===== config.mk =====
export PLATFORM = sky130hd
export DESIGN_NAME = mbox_irq_ctrl
export DESIGN_NICKNAME = d
export VERILOG_FILES = /design/src/rtl/mbox_pkg.sv /design/src/rtl/mbox_side_dec.sv /design/src/rtl/mbox_flag.sv /design/src/rtl/mbox_irq_ctrl.sv
export SDC_FILE = /design/constraint.sdc
export NUM_CORES = 1
export LEC_CHECK = 0
export BUFFER_PORTS_ARGS = -buffer_cell sky130_fd_sc_hd__clkbuf_2
export CORE_AREA = 2 2 39 41
export CTS_CLUSTER_DIAMETER = 100
export DETAILED_ROUTE_END_ITERATION = 7
export DIE_AREA = 0 0 41 43
export PLACE_DENSITY_LB_ADDON = 0.12
export SYNTH_ARGS = -nofsm -noshare
export SYNTH_HDL_FRONTEND = slang
export SYNTH_SLANG_ARGS = --single-unit

===== constraint.sdc =====
create_clock -name clk -period 2.4 [get_ports clk]
set_clock_uncertainty 0.05 [all_clocks]
set_input_delay 0.12 -clock clk [delete_from_list [all_inputs] [get_ports clk]]
set_output_delay 0.12 -clock clk [all_outputs]
set_load 0.1 [all_outputs]

===== src/rtl/mbox_pkg.sv =====
// Package mbox_pkg
// Shared types for the mailbox interrupt controller.
// Assumes: address width is chosen by the top-level parameter.
package mbox_pkg;

    // Decoded effect of one side's access in the current cycle
    typedef struct packed {
        logic set_peer;   // unblocked write into the other side's mailbox
        logic clr_own;    // unblocked read of this side's own mailbox
        logic wr_ok;      // write may proceed to the array
    } side_evt_t;

endpackage


===== src/rtl/mbox_side_dec.sv =====
// Module mbox_side_dec
// Decodes one side's control strobes and address into mailbox events.
// Assumes: all strobes are active low and sampled synchronously.
// OWN_ADDR is this side's mailbox and PEER_ADDR is the other side's.
module mbox_side_dec
    import mbox_pkg::*;
#(
    parameter int          AW        = 13,
    parameter logic [AW-1:0] OWN_ADDR  = '1,
    parameter logic [AW-1:0] PEER_ADDR = '1
) (
    input  logic          sel_n,
    input  logic          wr_n,
    input  logic          rden_n,
    input  logic [AW-1:0] addr,
    input  logic          hold_n,
    output side_evt_t     evt
);

    logic wr_req;
    logic rd_req;
    logic free;

    // Classify the access and gate it with the arbiter hold
    always_comb begin
        wr_req       = !sel_n && !wr_n;
        rd_req       = !sel_n && wr_n && !rden_n;
        free         = hold_n;
        evt.set_peer = wr_req && free && (addr == PEER_ADDR);
        evt.clr_own  = rd_req && free && (addr == OWN_ADDR);
        evt.wr_ok    = wr_req && free;
    end

endmodule


===== src/rtl/mbox_flag.sv =====
// Module mbox_flag
// One pending-interrupt flag. A set takes priority over a clear in the
// same cycle, so no message is lost.
// Assumes: synchronous active-low reset.
module mbox_flag (
    input  logic clk,
    input  logic rst_n,
    input  logic set_i,
    input  logic clr_i,
    output logic irq_n
);

    logic pend_q;

    // Hold, raise or drop the pending flag; raising wins over dropping
    always_ff @(posedge clk) begin
        if (!rst_n)     pend_q <= 1'b0;
        else if (set_i) pend_q <= 1'b1;
        else if (clr_i) pend_q <= 1'b0;
    end

    // Present the flag as an active-low interrupt
    always_comb irq_n = !pend_q;

endmodule


===== src/rtl/mbox_irq_ctrl.sv =====
// Module mbox_irq_ctrl
// Mailbox interrupt controller for a two-port RAM. The top word belongs
// to the right side and the word below it belongs to the left side.
// Writes into the other side's mailbox raise the owner's interrupt, and
// owner reads clear it. An active arbitration hold blocks both.
// Assumes: the hold inputs come from an external contention arbiter.
module mbox_irq_ctrl
    import mbox_pkg::*;
#(
    parameter int AW = 13
) (
    input  logic          clk,
    input  logic          rst_n,
    input  logic          lf_sel_n,
    input  logic          lf_wr_n,
    input  logic          lf_rden_n,
    input  logic [AW-1:0] lf_addr,
    input  logic          lf_hold_n,
    input  logic          rt_sel_n,
    input  logic          rt_wr_n,
    input  logic          rt_rden_n,
    input  logic [AW-1:0] rt_addr,
    input  logic          rt_hold_n,
    output logic          lf_irq_n,
    output logic          rt_irq_n,
    output logic          lf_wr_ok,
    output logic          rt_wr_ok
);

    localparam logic [AW-1:0] RT_BOX = {AW{1'b1}};
    localparam logic [AW-1:0] LF_BOX = RT_BOX - 1'b1;
    localparam int NSIDE = 2;

    side_evt_t       evt   [NSIDE];
    logic            sel_v [NSIDE];
    logic            wr_v  [NSIDE];
    logic            rd_v  [NSIDE];
    logic [AW-1:0]   adr_v [NSIDE];
    logic            hld_v [NSIDE];
    logic            irq_v [NSIDE];

    // Gather both sides' pins into indexed form (0 = left, 1 = right)
    always_comb begin
        sel_v[0] = lf_sel_n;  sel_v[1] = rt_sel_n;
        wr_v[0]  = lf_wr_n;   wr_v[1]  = rt_wr_n;
        rd_v[0]  = lf_rden_n; rd_v[1]  = rt_rden_n;
        adr_v[0] = lf_addr;   adr_v[1] = rt_addr;
        hld_v[0] = lf_hold_n; hld_v[1] = rt_hold_n;
    end

    for (genvar s = 0; s < NSIDE; s++) begin : g_side
        localparam logic [AW-1:0] OWN  = (s == 0) ? LF_BOX : RT_BOX;
        localparam logic [AW-1:0] PEER = (s == 0) ? RT_BOX : LF_BOX;

        mbox_side_dec #(
            .AW        (AW),
            .OWN_ADDR  (OWN),
            .PEER_ADDR (PEER)
        ) dec_i (
            .sel_n  (sel_v[s]),
            .wr_n   (wr_v[s]),
            .rden_n (rd_v[s]),
            .addr   (adr_v[s]),
            .hold_n (hld_v[s]),
            .evt    (evt[s])
        );

        // Side s's flag is set by the other side and cleared by side s
        mbox_flag flag_i (
            .clk   (clk),
            .rst_n (rst_n),
            .set_i (evt[NSIDE-1-s].set_peer),
            .clr_i (evt[s].clr_own),
            .irq_n (irq_v[s])
        );
    end

    // Drive the output pins from the per-side results
    always_comb begin
        lf_irq_n = irq_v[0];
        rt_irq_n = irq_v[1];
        lf_wr_ok = evt[0].wr_ok;
        rt_wr_ok = evt[1].wr_ok;
    end

endmodule


==> impl_metrics.yaml, run 1 <==
worst_setup_path:
  required_ns: 2.23
  cp.buffers_inverters: 2
  critPathCaptureType: "output port"
  start_kind: "flip-flop"
  cpPeakStageDelay_ns: 0.44
  critPathKind: "reg2out"
  critPathSlowestCell: "clkbuf_2"
  path_cells: "inv_1 -> clkbuf_2"
  worstPathMaxFanout: 2
  worst-endpoint-arrival_ns: 1.00
  cpLargestDelayFamily: "buffers and inverters"
global_route:
  grt_pass1_vias: 283
  grt_use_total_pct: 8.300
  grt_max_degree: 5
  gr-total-overflow: 0
  antenna_found_initial: 0
  grt_pass1_wl_mm: 1.007
sta:
  finalHoldViolations: 0
  fin_crit_ns: 1.173
  finalSetupTns_ns: 0
  clock.fmax_mhz: 852.3
  slew_headroom_pct: 63.87
  rsz0062_at_grt: "no"
  min_period_over_period_pct: 48.89
  tightestPinTransition_ns: 0.5443
  finalMaxSlewViolations: 0
  finalSetupViolCount: 0
final_layout:
  final-seq-area_um2: 40.04
  regMostFlops: "g_side.flag_i.pend_q"
  areaGrowthSynthToFinish_pct: 134.8
  final_common_cell: "clkbuf_2"
  largest_reg_flops: 2
  fill_cells: 160
  fin_util_pct: 29.93
  antenna_cells: 0
  reg_top3: "g_side.flag_i.pend_q x2"
  layout-drive-gt1-share_pct: 64.18
  final_cell_mix: "clkbuf_2 (39), nand4_1 (6), clkbuf_4 (3)"
  fin_cells: 83
  multiInputGateArea_um2: 128.9
  nets: 105
clocking:
  clk_path_buf_depth: 2
  root_buffer: "clkbuf_4"
  cts_sinks: 2
  clk_latency_ns: 0.22
  cts_tree: "yes"
  cts-htree-levels: 1
  post_cts.repair.setup_buffers: 0
  path_clk_slew_ns: 0.03
  cts_hold_buf: 0
  cts_inserted_buffers: 3
  cts_resized: 0
synthesis:
  synth_area_leader_cell: "dfxtp_1"
  avgSynthCellArea_um2: 7.057
  synth_cells: 25
  synth_area_um2: 176.4
  yosysSeqAreaShare_pct: 22.70
  synth_top_area_share_pct: 22.70
  synth-seq-cells: 2
  synth_area_leaders: "dfxtp_1 (23%), nand4_1 (21%), nand2b_1 (7.1%)"
  syn_nets: 61
  yosys_warnings: 0
  synth.distinct_cells: 14
routing:
  dr.pass1.iters: 2
  drtIter0Drc: 3
  vias: 339
  highest-signal-layer: "met3"
  dr_wl_met3_um: 76
  wirelength_um: 689
  wire_per_inst_um: 8.301
  wl_met1_um: 261
  detail-route-antenna-nets: 0
  wl_met2_um: 352
  via_per_inst: 4.084
  drc: 0
floorplanning:
  initial_core_util_pct: 12.75
  io_pins: 40
  die_w_um: 41
  fp.dieH_um: 43
  fp.coreArea_um2: 1384
  rows: 14
  fp.dieArea_um2: 1763
pwr:
  power-per-cell-area_nw_per_um2: 363.1
  power_leakage_nw: 0.2289
  p_total_w: 0.0001504
  ir_drop_uv: 110.1
placement:
  gp_congestion: 0.6175
  dp.cells: 80
  portBuffers: 39
  place_hpwl_um: 669.2
min_path:
  hold_class: "in2reg"
run_status:
  status: "complete, no violations"
run:
  drv_cap: 0
[area by class of cell]
type | instances | area share, %
timing repair buffer | 39 | 47.13
multi-input combinational | 21 | 31.12
sequential | 2 | 9.668
clock buffer | 3 | 5.438
tap | 16 | 4.834
inverter | 2 | 1.813
[worst reg2reg max path: cells and delay by family, from the launching register on]
kind / cells / cell delay (ns)
flip-flops: 1 / 0.30
AO/OA/AOI/OAI: 2 / 0.24
AND/OR/NAND/NOR: 1 / 0.05
[power breakdown]
part             switching, W  leakage [nW]  internal (W)
Clock               0.0000173        0.0138     0.0000550
Sequential     0.000000000403        0.0161     0.0000335
Combinational       0.0000210         0.199     0.0000236
Total               0.0000383         0.229      0.000112
[metrics by stage]
step | area (µm²) | worst slack [ns] | hold WS, ns
2_1_floorplan | 176.4 | 0.4424 | 0.2169
6_report | 414.1 | 1.227 | 0.1025
3_5_place_dp | 391.6 | 1.271 | 0.3295
4_1_cts | 414.1 | 1.208 | 0.09687
5_1_grt | 414.1 | 1.175 | 0.1310
3_3_place_gp | 391.6 | 1.272 | 0.3446
[synthesized netlist by cell type]
| cell | number |
|---|---|
| a31oi_1 | 1 |
| a41o_1 | 1 |
| and3_1 | 1 |
| dfxtp_1 | 2 |
| inv_1 | 2 |
| nand2_1 | 2 |
| nand2b_1 | 2 |
| nand4_1 | 6 |
| nand4b_1 | 1 |
| nor2_1 | 2 |
| nor3_1 | 2 |
| nor3_2 | 1 |
| nor3b_1 | 1 |
| o21ai_0 | 1 |
[layer usage]
layer | track usage (%) | vias to the layer above
li1 | - | 182
met5 | 0 | -
met1 | 8.889 | 140
met4 | 2.000 | 0
met2 | 13.13 | 17
met3 | 5.236 | 0
[path summary, 6_finish.rpt]
kind                                        startpoint                              endpoint  slack (ns)  cells after the start
hold reg to reg   g_side[0].flag_i.pend_q$_SDFFE_PN0P_  g_side[0].flag_i.pend_q$_SDFFE_PN0P_        0.40                      2
hold / removal                              lf_addr[0]  g_side[1].flag_i.pend_q$_SDFFE_PN0P_        0.10                      2
setup reg to reg  g_side[1].flag_i.pend_q$_SDFFE_PN0P_  g_side[1].flag_i.pend_q$_SDFFE_PN0P_        1.65                      3
setup / recovery  g_side[1].flag_i.pend_q$_SDFFE_PN0P_                              rt_irq_n        1.23                      2
[cell families after synthesis]
logic type             synth area share [%]
buffers and inverters                 4.257
DFF                                   22.70
AOI/OAI and AO/OA                     12.06
and+or+nand+nor                       61.00
No activity file was read; power rests on OpenSTA's default activity.
==> run 2: changes to the inputs <==
- ABC_AREA: unset -> 1
- clock period: 2.4 -> 1.2 ns (I/O delays scaled with it)
==> run 2 against run 1 <==
Compared with the run above:
- hold slack worse by 0.088 ns
- non-clock buffer count unchanged
- critical path depth unchanged
- via count up 32%
- clock power up 99%
- combinational power rose to 2.8 times the previous value
- sequential share of layout area down 2.5 points
- power up 120%
- global-route usage up 2.2 points
- synthesized cell count up 100%
- wire length up 21%
- sequential power up 100%
- critical path type unchanged
- largest power group unchanged
==> impl_metrics.yaml, run 2 <==
floorplanning:
  io_pins: 40
  rows: 14
  die_w_um: 41
  fp.dieH_um: 43
  initial_core_util_pct: 19.44
  fp.dieArea_um2: 1763
  fp.coreArea_um2: 1384
final_layout:
  antenna_cells: 0
  largest_reg_flops: 2
  areaGrowthSynthToFinish_pct: 114.9
  fin_util_pct: 41.77
  layout-drive-gt1-share_pct: 50.54
  reg_top3: "g_side.flag_i.pend_q x2"
  regMostFlops: "g_side.flag_i.pend_q"
  fin_area_um2: 578.1
  final_cell_mix: "clkbuf_2 (35), nand2_1 (19), inv_1 (9), nor2_1 (9), buf_12 (4)"
  fill_cells: 157
  final_common_cell: "clkbuf_2"
  nets: 131
global_route:
  gr-total-overflow: 0
  grt_max_degree: 3
  antenna_found_initial: 0
  grt_pass1_vias: 421
  grt_pass1_wl_mm: 1.304
  grt_use_total_pct: 10.51
clocking:
  clk_path_buf_depth: 2
  cts-htree-levels: 1
  clk_latency_ns: 0.22
  post_cts.repair.setup_buffers: 0
  cts_tree: "yes"
  root_buffer: "clkbuf_4"
  cts_inserted_buffers: 3
  cts_resized: 0
  cts_hold_buf: 0
  path_clk_slew_ns: 0.03
  cts_sinks: 2
worst_setup_path:
  regToRegStartpoint: "g_side[0].flag_i.pend_q$_SDFFE_PN0P_"
  rrSetupSlack_ns: 0.37
  critPathKind: "reg2out"
  rr_endpoint: "g_side[0].flag_i.pend_q$_SDFFE_PN0P_"
  startpoint: "g_side[0].flag_i.pend_q$_SDFFE_PN0P_"
  worst_r2r_path_depth: 3
  crit_end: "lf_irq_n"
  worst-endpoint-arrival_ns: 0.82
  start_kind: "flip-flop"
  worstPathMaxFanout: 2
  required_ns: 1.09
  critPathSlowestCell: "dfxtp_2"
  critPathCaptureType: "output port"
  path_cells: "clkinvlp_4 -> buf_12"
  cpPeakStageDelay_ns: 0.33
synthesis:
  synth.distinct_cells: 11
  yosys_warnings: 0
  yosysSeqAreaShare_pct: 14.88
  synth_top_area_share_pct: 26.51
  synth_cells: 51
  synth_area_leaders: "nand2_1 (27%), dfxtp_1 (15%), inv_1 (14%)"
  synth_edf_count: 0
  yosys_most_used_dff: "dfxtp_1"
  synth-seq-cells: 2
  synth_area_leader_cell: "nand2_1"
  ys_async_sr_fraction_pct: 0
  syn_nets: 87
  ys_top_cells_by_count: "nand2_1 (19), inv_1 (10), nor2_1 (9)"
  synth_area_um2: 269.0
  yosysMostFrequentCell: "nand2_1"
  avgSynthCellArea_um2: 5.275
sta:
  rsz0062_at_grt: "no"
  finalMaxSlewViolations: 0
  clock.fmax_mhz: 1080
  tightestPinTransition_ns: 0.2091
  finalSetupViolCount: 0
  min_period_over_period_pct: 77.15
  finalHoldViolations: 0
  fin_crit_ns: 0.9259
  slew_headroom_pct: 86.01
pwr:
  power_leakage_nw: 0.3221
  combPwrFrac_pct: 37.3
  clock_power_share_pct: 42.9
  p_sw_w: 0.00009540
  ir_drop_uv: 353.4
  p_total_w: 0.0003369
  p_int_w: 0.0002415
  power-per-cell-area_nw_per_um2: 582.8
  p_seq_share_pct: 19.9
  p_sw_share_pct: 28.32
placement:
  gp_congestion: 0.6260
  dpl_cell_area_um2: 555.5
  portBuffers: 39
  place_hpwl_um: 777.6
routing:
  drtIter0Drc: 1
  wire_per_inst_um: 7.633
  via_per_inst: 4.101
  dr.pass1.iters: 2
  drc: 0
  vias: 447
  wirelength_um: 832
  detail-route-antenna-nets: 0
run_status:
  status: "complete, no violations"
min_path:
  hold_class: "in2reg"
run:
  drv_cap: 0
-- run 2: cell types whose count changed after synthesis, sizes merged, moves of 2 or more --
| cell | before | now |
|---|---|---|
| nand3 | 0 | 2 |
| nand2 | 2 | 19 |
| inv | 2 | 10 |
| nand4 | 6 | 2 |
| o21bai | 0 | 2 |
| nor2 | 2 | 9 |
| nand2b | 2 | 0 |
| a21oi | 0 | 2 |
-- run 2: layout make-up --
| cell class | instances | area (µm²) | area share (%) |
|---|---|---|---|
| Clock buffer | 3 | 22.52 | 3.896 |
| Multi-Input combinational cell | 39 | 197.7 | 34.20 |
| Inverter | 10 | 41.29 | 7.143 |
| Tap cell | 16 | 20.02 | 3.463 |
| Sequential cell | 2 | 41.29 | 7.143 |
| Timing Repair Buffer | 39 | 255.2 | 44.16 |
-- run 2: through the flow --
stage                     instances  setup WS, ns  hold WS (ns)  setup TNS, ns
after floorplan                  51       -0.1338        0.1342        -0.2253
after global placement          106        0.3851        0.2436              0
after detailed placement        106        0.3647        0.2455              0
after CTS                       109        0.2589       0.01031              0
after global routing            109        0.2389       0.04689              0
final                           109        0.2741       0.01455              0
-- run 2: critical path: cells and delay by family, from the launching register on --
kind	cells	cell delay (ns)
buffers and inverters	2	0.27
flip-flops	1	0.33
-- run 2: cells by family after synthesis --
group                  count (synthesis)  synth area share [%]
AOI/OAI and AO/OA                      4                 9.301
DFF                                    2                 14.88
and+or+nand+nor                       35                 61.86
buffers and inverters                 10                 13.95
-- run 2: metal layers --
| metal | GRT usage (%) | vias to the layer above | part of all wire, % |
|---|---|---|---|
| met3 | 2.618 | 0 | 11 |
| met1 | 8.599 | 183 | 38 |
| li1 | - | 244 | - |
| met5 | 0 | - | 0 |
| met4 | 6.000 | 0 | 0 |
| met2 | 20.00 | 20 | 51 |
-- run 2: worst min path at each step --
| stage | start | to | slack [ns] | cells after the start |
|---|---|---|---|---|
| after floorplan | rst_n | g_side[0].flag_i.pend_q$_SDFFE_PN0P_ | 0.13 | 2 |
| after global placement | rst_n | g_side[0].flag_i.pend_q$_SDFFE_PN0P_ | 0.24 | 3 |
| after detailed placement | rst_n | g_side[0].flag_i.pend_q$_SDFFE_PN0P_ | 0.25 | 3 |
| after CTS | rst_n | g_side[0].flag_i.pend_q$_SDFFE_PN0P_ | 0.01 | 3 |
| after global routing | rst_n | g_side[0].flag_i.pend_q$_SDFFE_PN0P_ | 0.05 | 3 |
| final | rst_n | g_side[0].flag_i.pend_q$_SDFFE_PN0P_ | 0.01 | 3 |
-- run 2: power groups by stage --
stage          clock (W)  combinational, W  sequential (W)
2_1_floorplan          0         0.0000495       0.0000678
3_3_place_gp           0          0.000125       0.0000678
3_5_place_dp           0          0.000127       0.0000678
4_1_cts         0.000156          0.000128       0.0000670
5_1_grt         0.000154          0.000140       0.0000670
6_report        0.000144          0.000126       0.0000670
==> run 3: changes to the inputs <==
- clock period: 1.2 -> 0.85 ns (I/O delays scaled with it)
==> run 3 against run 2 <==
Compared with the run above:
- the flow now finishes with violations (negative setup slack)
- first-iteration DRC count grew to 7.0 times the previous value
- critical path depth stayed put
- final cell count is 1.8% higher
- global-route usage is 1.6 points higher
- combinational power is 45% higher
- hold slack better by 0.087 ns
- critical endpoint is now rt_irq_n
==> impl_metrics.yaml, run 3 (same netlist as run 2, synthesis figures left out) <==
run:
  drv_cap: 0
routing:
  drc: 0
  via_per_inst: 4.045
  vias: 449
  drtIter0Drc: 7
  dr_wl_met3_um: 107
  wirelength_um: 820
  wire_per_inst_um: 7.387
  wl_met1_um: 304
  detail-route-antenna-nets: 0
  highest-signal-layer: "met3"
  dr.pass1.iters: 2
  wl_met2_um: 408
sta:
  min_period_over_period_pct: 106.5
  finalSetupTns_ns: -0.1102
  clock.fmax_mhz: 1105
  tightestPinTransition_ns: 0.1986
  fin_ws_ns: -0.05527
  finalMaxSlewViolations: 0
  fin_crit_ns: 0.9053
  finalSetupViolCount: 2
  rsz0062_at_grt: "yes"
  slew_headroom_pct: 86.72
  finalHoldViolations: 0
pwr:
  clock_power_share_pct: 42.4
  power_leakage_nw: 0.3320
  p_sw_share_pct: 28.20
  combPwrFrac_pct: 38.0
  ir_drop_uv: 471.1
  power-per-cell-area_nw_per_um2: 802.9
  p_int_w: 0.0003462
  p_sw_w: 0.0001360
  p_seq_share_pct: 19.6
clocking:
  cts_sinks: 2
  root_buffer: "clkbuf_4"
  post_cts.repair.setup_buffers: 0
  clk_latency_ns: 0.22
  cts_tree: "yes"
  cts-htree-levels: 1
  path_clk_slew_ns: 0.03
  clk_path_buf_depth: 2
  cts_inserted_buffers: 3
worst_setup_path:
  worst-endpoint-arrival_ns: 0.81
  start_kind: "flip-flop"
  rr_endpoint: "g_side[1].flag_i.pend_q$_SDFFE_PN0P_"
  startpoint: "g_side[1].flag_i.pend_q$_SDFFE_PN0P_"
  crit_end: "rt_irq_n"
  required_ns: 0.76
  rrSetupSlack_ns: 0.03
  worst_r2r_path_depth: 3
  critPathCaptureType: "output port"
  worstPathMaxFanout: 2
  critPathKind: "reg2out"
  regToRegStartpoint: "g_side[1].flag_i.pend_q$_SDFFE_PN0P_"
floorplanning:
  fp.dieArea_um2: 1763
  die_w_um: 41
  rows: 14
  initial_core_util_pct: 19.44
  fp.coreArea_um2: 1384
  io_pins: 40
  fp.dieH_um: 43
placement:
  gp_congestion: 0.6147
  portBuffers: 39
  place_hpwl_um: 786.7
  place_ws_ns: 0.02256
global_route:
  grt_pass1_wl_mm: 1.497
  gr-total-overflow: 0
  grt_max_degree: 3
  antenna_found_initial: 0
  grt_pass1_vias: 436
  grt_use_total_pct: 12.12
final_layout:
  nets: 133
  areaGrowthSynthToFinish_pct: 123.3
  fill_cells: 162
  final_cell_mix: "clkbuf_2 (35), nand2_1 (19), nor2_1 (9)"
  largest_reg_flops: 2
  reg_top3: "g_side.flag_i.pend_q x2"
  antenna_cells: 0
  final_common_cell: "clkbuf_2"
  regMostFlops: "g_side.flag_i.pend_q"
  layout-drive-gt1-share_pct: 52.63
min_path:
  hold_class: "in2reg"
run_status:
  violations: "negative setup slack"
  status: "finished with violations"
## run 3: cell types whose count changed in the layout (fill, tap and decap cells not counted), sizes merged
cell / change
inv: -1
clkinvlp: +1
buf: +1
dlygate4sd3: +1
## run 3: layer usage
layer,global-route usage [%],up-vias
li1,-,248
met1,13.10,182
met2,19.69,19
met3,4.188,0
met4,6.000,0
met5,0,-
## run 3: critical path, stage by stage (launching register included)
cell        delay [ns]
dfxtp_2           0.32
clkinvlp_4        0.10
buf_12            0.17
## run 3: final cells by class
type | instances | area [µm²] | share of cell area (%)
Clock buffer | 3 | 22.52 | 3.750
Tap cell | 16 | 20.02 | 3.333
Multi-Input combinational cell | 39 | 197.7 | 32.92
Timing Repair Buffer | 41 | 272.8 | 45.42
Sequential cell | 2 | 42.54 | 7.083
Inverter | 10 | 45.04 | 7.500
## run 3: worst min-delay path by stage
stage,depth (start not counted),slack (ns),start,end
floorplan,2,0.12,rst_n,g_side[0].flag_i.pend_q$_SDFFE_PN0P_
global placement,3,0.22,rst_n,g_side[0].flag_i.pend_q$_SDFFE_PN0P_
detailed placement,3,0.23,rst_n,g_side[0].flag_i.pend_q$_SDFFE_PN0P_
CTS,4,0.10,rt_addr[0],g_side[0].flag_i.pend_q$_SDFFE_PN0P_
global route,4,0.12,rt_addr[0],g_side[0].flag_i.pend_q$_SDFFE_PN0P_
finish,4,0.10,rt_addr[0],g_side[0].flag_i.pend_q$_SDFFE_PN0P_
## run 3: timing repair
| action | 4_1_cts | 5_1_grt |
|---|---|---|
| endpoints found under the hold margin | 2 | 0 |
| pin swaps | 0 | 2 |
| setup endpoints to repair | 2 | 4 |
| hold buffers | 1 | 0 |
| gates resized for setup | 1 | 0 |
## run 3: stage by stage
stage	area, µm²	hold slack (ns)	cells	utilization (%)	power [W]
after floorplan	284.0	0.1167	51	-	0.0001656
final	600.6	0.1011	111	43.40	0.0004822
after CTS	600.6	0.1027	111	43.40	0.0004948
after detailed placement	574.3	0.2250	108	41.50	0.0002779
after global placement	574.3	0.2197	108	41.50	0.0002748
after global routing	600.6	0.1225	111	43.40	0.0005423
## run 3: power groups by stage
stage / Sequential, W / Combinational, W / Clock [W]
floorplan: 0.0000958 / 0.0000698 / 0
global placement: 0.0000958 / 0.000179 / 0
detailed placement: 0.0000958 / 0.000182 / 0
CTS: 0.0000946 / 0.000187 / 0.000214
global route: 0.0000943 / 0.000204 / 0.000244
finish: 0.0000946 / 0.000183 / 0.000204
